===== config.mk =====
export PLATFORM = sky130hd
export DESIGN_NAME = cache2w
export DESIGN_NICKNAME = d
export VERILOG_FILES = /design/src/rtl/cache2w_pkg.sv /design/src/rtl/cache2w_way.sv /design/src/rtl/cache2w_lru.sv /design/src/rtl/cache2w_ctrl.sv /design/src/rtl/cache2w.sv
export SDC_FILE = /design/constraint.sdc
export NUM_CORES = 1
export LEC_CHECK = 0
export CORE_MARGIN = 4
export CORE_UTILIZATION = 35
export CTS_CLUSTER_DIAMETER = 200
export DETAILED_ROUTE_END_ITERATION = 12
export DONT_BUFFER_PORTS = 1
export SYNTH_ARGS = -nofsm -noshare
export SYNTH_HDL_FRONTEND = slang
export SYNTH_SLANG_ARGS = --single-unit

===== constraint.sdc =====
create_clock -name clk_i -period 6.48 [get_ports clk_i]
set_input_delay 1.296 -clock clk_i [delete_from_list [all_inputs] [get_ports clk_i]]
set_output_delay 1.296 -clock clk_i [all_outputs]
set_load 0.02 [all_outputs]

===== src/rtl/cache2w_pkg.sv =====
package cache2w_pkg;
  typedef enum logic {ST_IDLE = 1'b0, ST_FILL = 1'b1} cache_state_e;

  // lowest empty way first, recency bit only when the set is full
  function automatic logic pick_victim(input logic [1:0] vld, input logic lru);
    if (!vld[0]) return 1'b0;
    if (!vld[1]) return 1'b1;
    return lru;
  endfunction
endpackage


===== src/rtl/cache2w_way.sv =====
module cache2w_way #(
  parameter int NUM_SETS = 2,
  parameter int SET_W    = 1,
  parameter int TAG_W    = 7,
  parameter int DATA_W   = 32
) (
  input  logic              clk_i,
  input  logic              rst_ni,
  input  logic [SET_W-1:0]  rd_set_i,
  input  logic              wr_en_i,
  input  logic [SET_W-1:0]  wr_set_i,
  input  logic [TAG_W-1:0]  wr_tag_i,
  input  logic [DATA_W-1:0] wr_data_i,
  output logic              rd_valid_o,
  output logic [TAG_W-1:0]  rd_tag_o,
  output logic [DATA_W-1:0] rd_data_o
);
  logic [NUM_SETS-1:0] vld_q;
  logic [TAG_W-1:0]    tag_q [NUM_SETS];
  logic [DATA_W-1:0]   dat_q [NUM_SETS];

  always_ff @(posedge clk_i or negedge rst_ni) begin
    if (!rst_ni)      vld_q <= '0;
    else if (wr_en_i) vld_q[wr_set_i] <= 1'b1;
  end

  always_ff @(posedge clk_i) begin
    if (wr_en_i) begin
      tag_q[wr_set_i] <= wr_tag_i;
      dat_q[wr_set_i] <= wr_data_i;
    end
  end

  assign rd_valid_o = vld_q[rd_set_i];
  assign rd_tag_o   = tag_q[rd_set_i];
  assign rd_data_o  = dat_q[rd_set_i];
endmodule


===== src/rtl/cache2w_lru.sv =====
module cache2w_lru #(
  parameter int NUM_SETS = 2,
  parameter int SET_W    = 1
) (
  input  logic             clk_i,
  input  logic             rst_ni,
  input  logic [SET_W-1:0] rd_set_i,
  input  logic             upd_en_i,
  input  logic [SET_W-1:0] upd_set_i,
  input  logic             used_way_i,
  output logic             lru_o
);
  logic [NUM_SETS-1:0] lru_q;

  always_ff @(posedge clk_i or negedge rst_ni) begin
    if (!rst_ni)       lru_q <= '0;
    else if (upd_en_i) lru_q[upd_set_i] <= ~used_way_i;
  end

  assign lru_o = lru_q[rd_set_i];
endmodule


===== src/rtl/cache2w_ctrl.sv =====
module cache2w_ctrl
  import cache2w_pkg::*;
#(
  parameter int ADDR_W = 8,
  parameter int DATA_W = 32,
  parameter int SET_W  = 1,
  parameter int TAG_W  = 7
) (
  input  logic              clk_i,
  input  logic              rst_ni,
  input  logic              req_valid_i,
  input  logic [ADDR_W-1:0] req_addr_i,
  input  logic              req_we_i,
  input  logic [DATA_W-1:0] req_wdata_i,
  output logic              req_ready_o,
  input  logic              hit_i,
  input  logic              hit_way_i,
  input  logic [DATA_W-1:0] hit_data_i,
  input  logic              victim_i,
  input  logic              set_full_i,
  output logic [SET_W-1:0]  look_set_o,
  output logic [TAG_W-1:0]  look_tag_o,
  output logic              wr_en_o,
  output logic              way_sel_o,
  output logic [DATA_W-1:0] wr_data_o,
  output logic              lru_upd_o,
  output logic              mem_req_o,
  output logic [ADDR_W-1:0] mem_addr_o,
  input  logic              mem_ack_i,
  input  logic [DATA_W-1:0] mem_rdata_i,
  output logic              rsp_valid_o,
  output logic              rsp_hit_o,
  output logic              rsp_way_o,
  output logic              rsp_evict_o,
  output logic [DATA_W-1:0] rsp_rdata_o
);
  cache_state_e      state_q;
  logic [ADDR_W-1:0] pend_addr_q;
  logic [ADDR_W-1:0] look_addr;
  logic              accept, fill_done, respond;

  assign accept    = req_valid_i && (state_q == ST_IDLE);
  assign fill_done = (state_q == ST_FILL) && mem_ack_i;
  assign respond   = (accept && (hit_i || req_we_i)) || fill_done;
  assign look_addr = (state_q == ST_FILL) ? pend_addr_q : req_addr_i;
  assign look_set_o = look_addr[SET_W-1:0];
  assign look_tag_o = look_addr[ADDR_W-1:SET_W];

  always_comb begin
    wr_en_o   = 1'b0;
    lru_upd_o = 1'b0;
    way_sel_o = victim_i;
    wr_data_o = req_wdata_i;
    if (accept) begin
      if (hit_i) begin
        way_sel_o = hit_way_i;
        lru_upd_o = 1'b1;
        wr_en_o   = req_we_i;
      end else if (req_we_i) begin
        wr_en_o   = 1'b1;
        lru_upd_o = 1'b1;
      end
    end
    if (fill_done) begin
      wr_en_o   = 1'b1;
      lru_upd_o = 1'b1;
      wr_data_o = mem_rdata_i;
    end
  end

  always_ff @(posedge clk_i or negedge rst_ni) begin
    if (!rst_ni) begin
      state_q     <= ST_IDLE;
      pend_addr_q <= '0;
    end else begin
      case (state_q)
        ST_IDLE: if (accept && !hit_i && !req_we_i) begin
          state_q     <= ST_FILL;
          pend_addr_q <= req_addr_i;
        end
        ST_FILL: if (mem_ack_i) state_q <= ST_IDLE;
        default: state_q <= ST_IDLE;
      endcase
    end
  end

  always_ff @(posedge clk_i or negedge rst_ni) begin
    if (!rst_ni) begin
      rsp_valid_o <= 1'b0;
      rsp_hit_o   <= 1'b0;
      rsp_way_o   <= 1'b0;
      rsp_evict_o <= 1'b0;
      rsp_rdata_o <= '0;
    end else begin
      rsp_valid_o <= respond;
      if (respond) begin
        rsp_hit_o   <= accept && hit_i;
        rsp_way_o   <= way_sel_o;
        rsp_evict_o <= !(accept && hit_i) && set_full_i;
        rsp_rdata_o <= fill_done ? mem_rdata_i : (req_we_i ? req_wdata_i : hit_data_i);
      end
    end
  end

  assign req_ready_o = (state_q == ST_IDLE);
  assign mem_req_o   = (state_q == ST_FILL);
  assign mem_addr_o  = pend_addr_q;
endmodule


===== src/rtl/cache2w.sv =====
module cache2w
  import cache2w_pkg::*;
#(
  parameter int ADDR_W   = 8,
  parameter int DATA_W   = 32,
  parameter int NUM_SETS = 2
) (
  input  logic              clk_i,
  input  logic              rst_ni,
  input  logic              req_valid_i,
  input  logic [ADDR_W-1:0] req_addr_i,
  input  logic              req_we_i,
  input  logic [DATA_W-1:0] req_wdata_i,
  output logic              req_ready_o,
  output logic              rsp_valid_o,
  output logic              rsp_hit_o,
  output logic              rsp_way_o,
  output logic              rsp_evict_o,
  output logic [DATA_W-1:0] rsp_rdata_o,
  output logic              mem_req_o,
  output logic [ADDR_W-1:0] mem_addr_o,
  input  logic              mem_ack_i,
  input  logic [DATA_W-1:0] mem_rdata_i
);
  localparam int WAYS  = 2;
  localparam int SET_W = (NUM_SETS > 1) ? $clog2(NUM_SETS) : 1;
  localparam int TAG_W = ADDR_W - SET_W;

  logic [SET_W-1:0]           look_set;
  logic [TAG_W-1:0]           look_tag;
  logic [WAYS-1:0]            way_vld, way_hit;
  logic [WAYS-1:0][TAG_W-1:0] way_tag;
  logic [WAYS-1:0][DATA_W-1:0] way_dat;
  logic                       hit, hit_way, victim, lru_bit, set_full;
  logic                       wr_en, way_sel, lru_upd;
  logic [DATA_W-1:0]          wr_data;

  for (genvar w = 0; w < WAYS; w++) begin : g_way
    cache2w_way #(
      .NUM_SETS(NUM_SETS), .SET_W(SET_W), .TAG_W(TAG_W), .DATA_W(DATA_W)
    ) u_way (
      .clk_i      (clk_i),
      .rst_ni     (rst_ni),
      .rd_set_i   (look_set),
      .wr_en_i    (wr_en && (way_sel == w[0])),
      .wr_set_i   (look_set),
      .wr_tag_i   (look_tag),
      .wr_data_i  (wr_data),
      .rd_valid_o (way_vld[w]),
      .rd_tag_o   (way_tag[w]),
      .rd_data_o  (way_dat[w])
    );
    assign way_hit[w] = way_vld[w] && (way_tag[w] == look_tag);
  end

  assign hit      = |way_hit;
  assign hit_way  = way_hit[1];
  assign set_full = &way_vld;
  assign victim   = pick_victim(way_vld, lru_bit);

  cache2w_lru #(.NUM_SETS(NUM_SETS), .SET_W(SET_W)) u_lru (
    .clk_i      (clk_i),
    .rst_ni     (rst_ni),
    .rd_set_i   (look_set),
    .upd_en_i   (lru_upd),
    .upd_set_i  (look_set),
    .used_way_i (way_sel),
    .lru_o      (lru_bit)
  );

  cache2w_ctrl #(
    .ADDR_W(ADDR_W), .DATA_W(DATA_W), .SET_W(SET_W), .TAG_W(TAG_W)
  ) u_ctrl (
    .clk_i       (clk_i),
    .rst_ni      (rst_ni),
    .req_valid_i (req_valid_i),
    .req_addr_i  (req_addr_i),
    .req_we_i    (req_we_i),
    .req_wdata_i (req_wdata_i),
    .req_ready_o (req_ready_o),
    .hit_i       (hit),
    .hit_way_i   (hit_way),
    .hit_data_i  (way_dat[hit_way]),
    .victim_i    (victim),
    .set_full_i  (set_full),
    .look_set_o  (look_set),
    .look_tag_o  (look_tag),
    .wr_en_o     (wr_en),
    .way_sel_o   (way_sel),
    .wr_data_o   (wr_data),
    .lru_upd_o   (lru_upd),
    .mem_req_o   (mem_req_o),
    .mem_addr_o  (mem_addr_o),
    .mem_ack_i   (mem_ack_i),
    .mem_rdata_i (mem_rdata_i),
    .rsp_valid_o (rsp_valid_o),
    .rsp_hit_o   (rsp_hit_o),
    .rsp_way_o   (rsp_way_o),
    .rsp_evict_o (rsp_evict_o),
    .rsp_rdata_o (rsp_rdata_o)
  );
endmodule


==> flow_summary.toml <==
[run_status]
outcome = "completed"

[clock_tree]
postCtsResizedCells = 0
cts_sinks = 207
htreeDepth = 1
insertion_delay_ns = 0.50
clock_path_buffers = 3
numCtsBuffers = 22
post_cts_buffers = 0
clkTransAtPathRegs_ns = 0.06
cts_tree = "built"
cts_hold_buf = 0
clockRootBuffer = "clkbuf_16"

[worst_hold_path]
hp-class = "reg -> reg"
whs_path_depth = 1

[floorplan]
design.portCount = 123
rows = 58
die_w_um = 168
die_area_mm2 = 0.0281
fp.coreArea_mm2 = 0.0251
start_util_pct = 35.5
die_h_um = 168

[timing]
fmax_ghz = 0.203
skew_ns = 0.00843
fin_crit_sh_pct = 75.9
maxSlewHeadroom_pct = 27.1
grt_setup_unrepaired = "false"
hold_viol_final = 0
fin_tns_setup_ns = 0
report.final.slew_viol_count = 0
worst-slew-pin-transition_ns = 1.09
min_period_ns = 4.92
setup_viol_count_final = 0

[placement]
finalWeightedCongestion = 0.763
dp_hpwl_um = 11800
io_buffers = 0

[synthesis]
postSynthAreaPerCell_um2 = 16.3
synthArstFlopShare_pct = 24.6
synth_top_flop_cell = "edfxtp_1"
synth_cells = 545
ys_seq_area_share_pct = 66.9
synth-warning-count = 0
synth_edf_count = 156
netlist_area_mm2 = 0.00891
syn-num-nets = 622
synth_seq_cells = 207
synth.distinct_cells = 43

[finish]
final_nets = 616
final_common_cell = "edfxtp_1"
ff_latch_area_mm2 = 0.00596
multi_input_area_mm2 = 0.00274
insertedDiodeCount = 0
layout_common_cells = "edfxtp_1 (156), dfrtp_1 (51), mux2_2 (39)"
area_growth_pct = 11.1
drive_gt1_share_pct = 23.1
fillers = 2319

[drt]
drtPass1Iterations = 4
remaining_drc_errors = 0
drtIter0Drc = 365
routed_via_density = 5.30
drt-total-wl_um = 19000
via_count = 4690
maxUsedRoutingLayer = "met4"
ant_nets = 0
m1WireLength_um = 8220
wl_met2_um = 9630
wl_per_cell_um = 21.5
dr_wl_met3_um = 957

[critical_path]
critical_path.max_fanout = 54
r2r_slack_ns = 1.56
crit_path_start = "u_ctrl.mem_req_o"
endpoint = "g_way[0].u_way.dat_q[1][5]"
reg2reg_depth = 7
cp-start-kind = "flip-flop"
required_ns = 6.59
reg2reg_to = "g_way[0].u_way.dat_q[1][5]"
cp-end-kind = "flip-flop"
crit_type = "reg -> reg"
r2r-start = "u_ctrl.mem_req_o"
arrival_ns = 5.03

[pwr]
power.total_uw = 3680
p_per_area_mw_per_mm2 = 372
ir_worst_vdd_mv = 0.151
leakage_uw = 0.00350

[global_route]
grt_pass1_wl_um = 29900
grt_pass1_vias = 4971
grt_overflow = 0
grt_max_degree = 55
grt_usage_pct = 13.5
antenna_found_initial = 0

[run]
max_cap_viol_count = 0
## cells by family after synthesis
| kind of cell | after synthesis | synth area share, % |
|---|---|---|
| AO/OA/AOI/OAI | 86 | 7.16 |
| buffers and inverters | 46 | 2.80 |
| multiplexers | 95 | 15.7 |
| XOR/XNOR | 15 | 1.47 |
| flip-flops | 207 | 66.9 |
| AND/OR/NAND/NOR | 96 | 5.90 |
## sequential cells by signal, summed over array words and instances (netlist names)
register            cells
g_way.u_way.dat_q     128
u_ctrl.rsp_rdata_o     32
g_way.u_way.tag_q      28
u_ctrl.mem_addr_o       8
g_way.u_way.vld_q       4
u_lru.lru_q             2
u_ctrl.mem_req_o        1
u_ctrl.rsp_evict_o      1
u_ctrl.rsp_hit_o        1
u_ctrl.rsp_valid_o      1
u_ctrl.rsp_way_o        1
## metrics by stage
step	util [%]	hold slack [ns]	area, um2	instances	worst slack [ns]
floorplan	-	0.441	8910	545	0.343
global placement	36.6	0.454	9200	845	1.42
detailed placement	36.6	0.456	9200	845	1.24
CTS	39.4	0.463	9900	885	1.45
global route	39.4	0.467	9900	885	1.16
finish	39.4	0.468	9900	885	1.56
## cell type report
| cell class | instances | share of cell area, % |
|---|---|---|
| Clock buffer | 27 | 5.85 |
| Sequential cell | 207 | 60.2 |
| Multi-Input combinational cell | 292 | 27.7 |
| Inverter | 10 | 0.379 |
| Clock inverter | 13 | 1.23 |
| Tap cell | 330 | 4.17 |
| Timing Repair Buffer | 6 | 0.455 |
## Yosys cell counts (2+ instances only)
cell | count | area, um2
edfxtp_1 | 156 | 4680
dfrtp_1 | 51 | 1280
mux2_2 | 39 | 439
nor2_1 | 35 | 131
o211a_1 | 32 | 320
or3_1 | 32 | 200
mux4_2 | 31 | 698
mux2i_1 | 22 | 220
o21ai_0 | 20 | 100
buf_2 | 15 | 75.1
xnor2_1 | 15 | 131
o21ai_1 | 14 | 70.1
clkbuf_1 | 12 | 45.0
inv_1 | 10 | 37.5
nand2_1 | 9 | 33.8
buf_6 | 7 | 78.8
a21oi_1 | 4 | 20.0
nor3_1 | 4 | 20.0
and2_1 | 3 | 18.8
and3_1 | 3 | 18.8
mux2_4 | 3 | 45.0
o31ai_1 | 3 | 22.5
a21o_1 | 2 | 15.0
a31o_2 | 2 | 17.5
a31oi_1 | 2 | 12.5
o21ai_2 | 2 | 17.5
## metal layers
metal	GRT usage [%]	vias to the layer above
li1	-	2114
met1	17.9	2443
met2	23.2	114
met3	2.43	19
met4	2.96	0
met5	0	-
## worst max-delay path, stage by stage, from the launching register on
cell and delay [ns]:
dfrtp_1 0.91, mux2_4 0.96, mux2i_1 0.21, xnor2_1 0.30
nor4_4 0.12, nand2_4 0.44, o32a_1 0.52, and3_2 0.99
## report_power, final
| part | internal [uW] | switching (uW) |
|---|---|---|
| clock network | 716 | 500 |
| registers | 1670 | 216 |
| logic | 255 | 322 |
## how the worst min path moves through the flow
stage,start,end
floorplan,g_way[0].u_way.vld_q[0],g_way[0].u_way.vld_q[0]
global placement,g_way[0].u_way.vld_q[1],g_way[0].u_way.vld_q[1]
detailed placement,g_way[0].u_way.vld_q[1],g_way[0].u_way.vld_q[1]
CTS,rst_ni,u_ctrl.rsp_rdata_o[17]
global route,rst_ni,u_ctrl.rsp_rdata_o[18]
finish,g_way[0].u_way.vld_q[1],g_way[0].u_way.vld_q[1]
No activity file was read; power rests on OpenSTA's default activity.
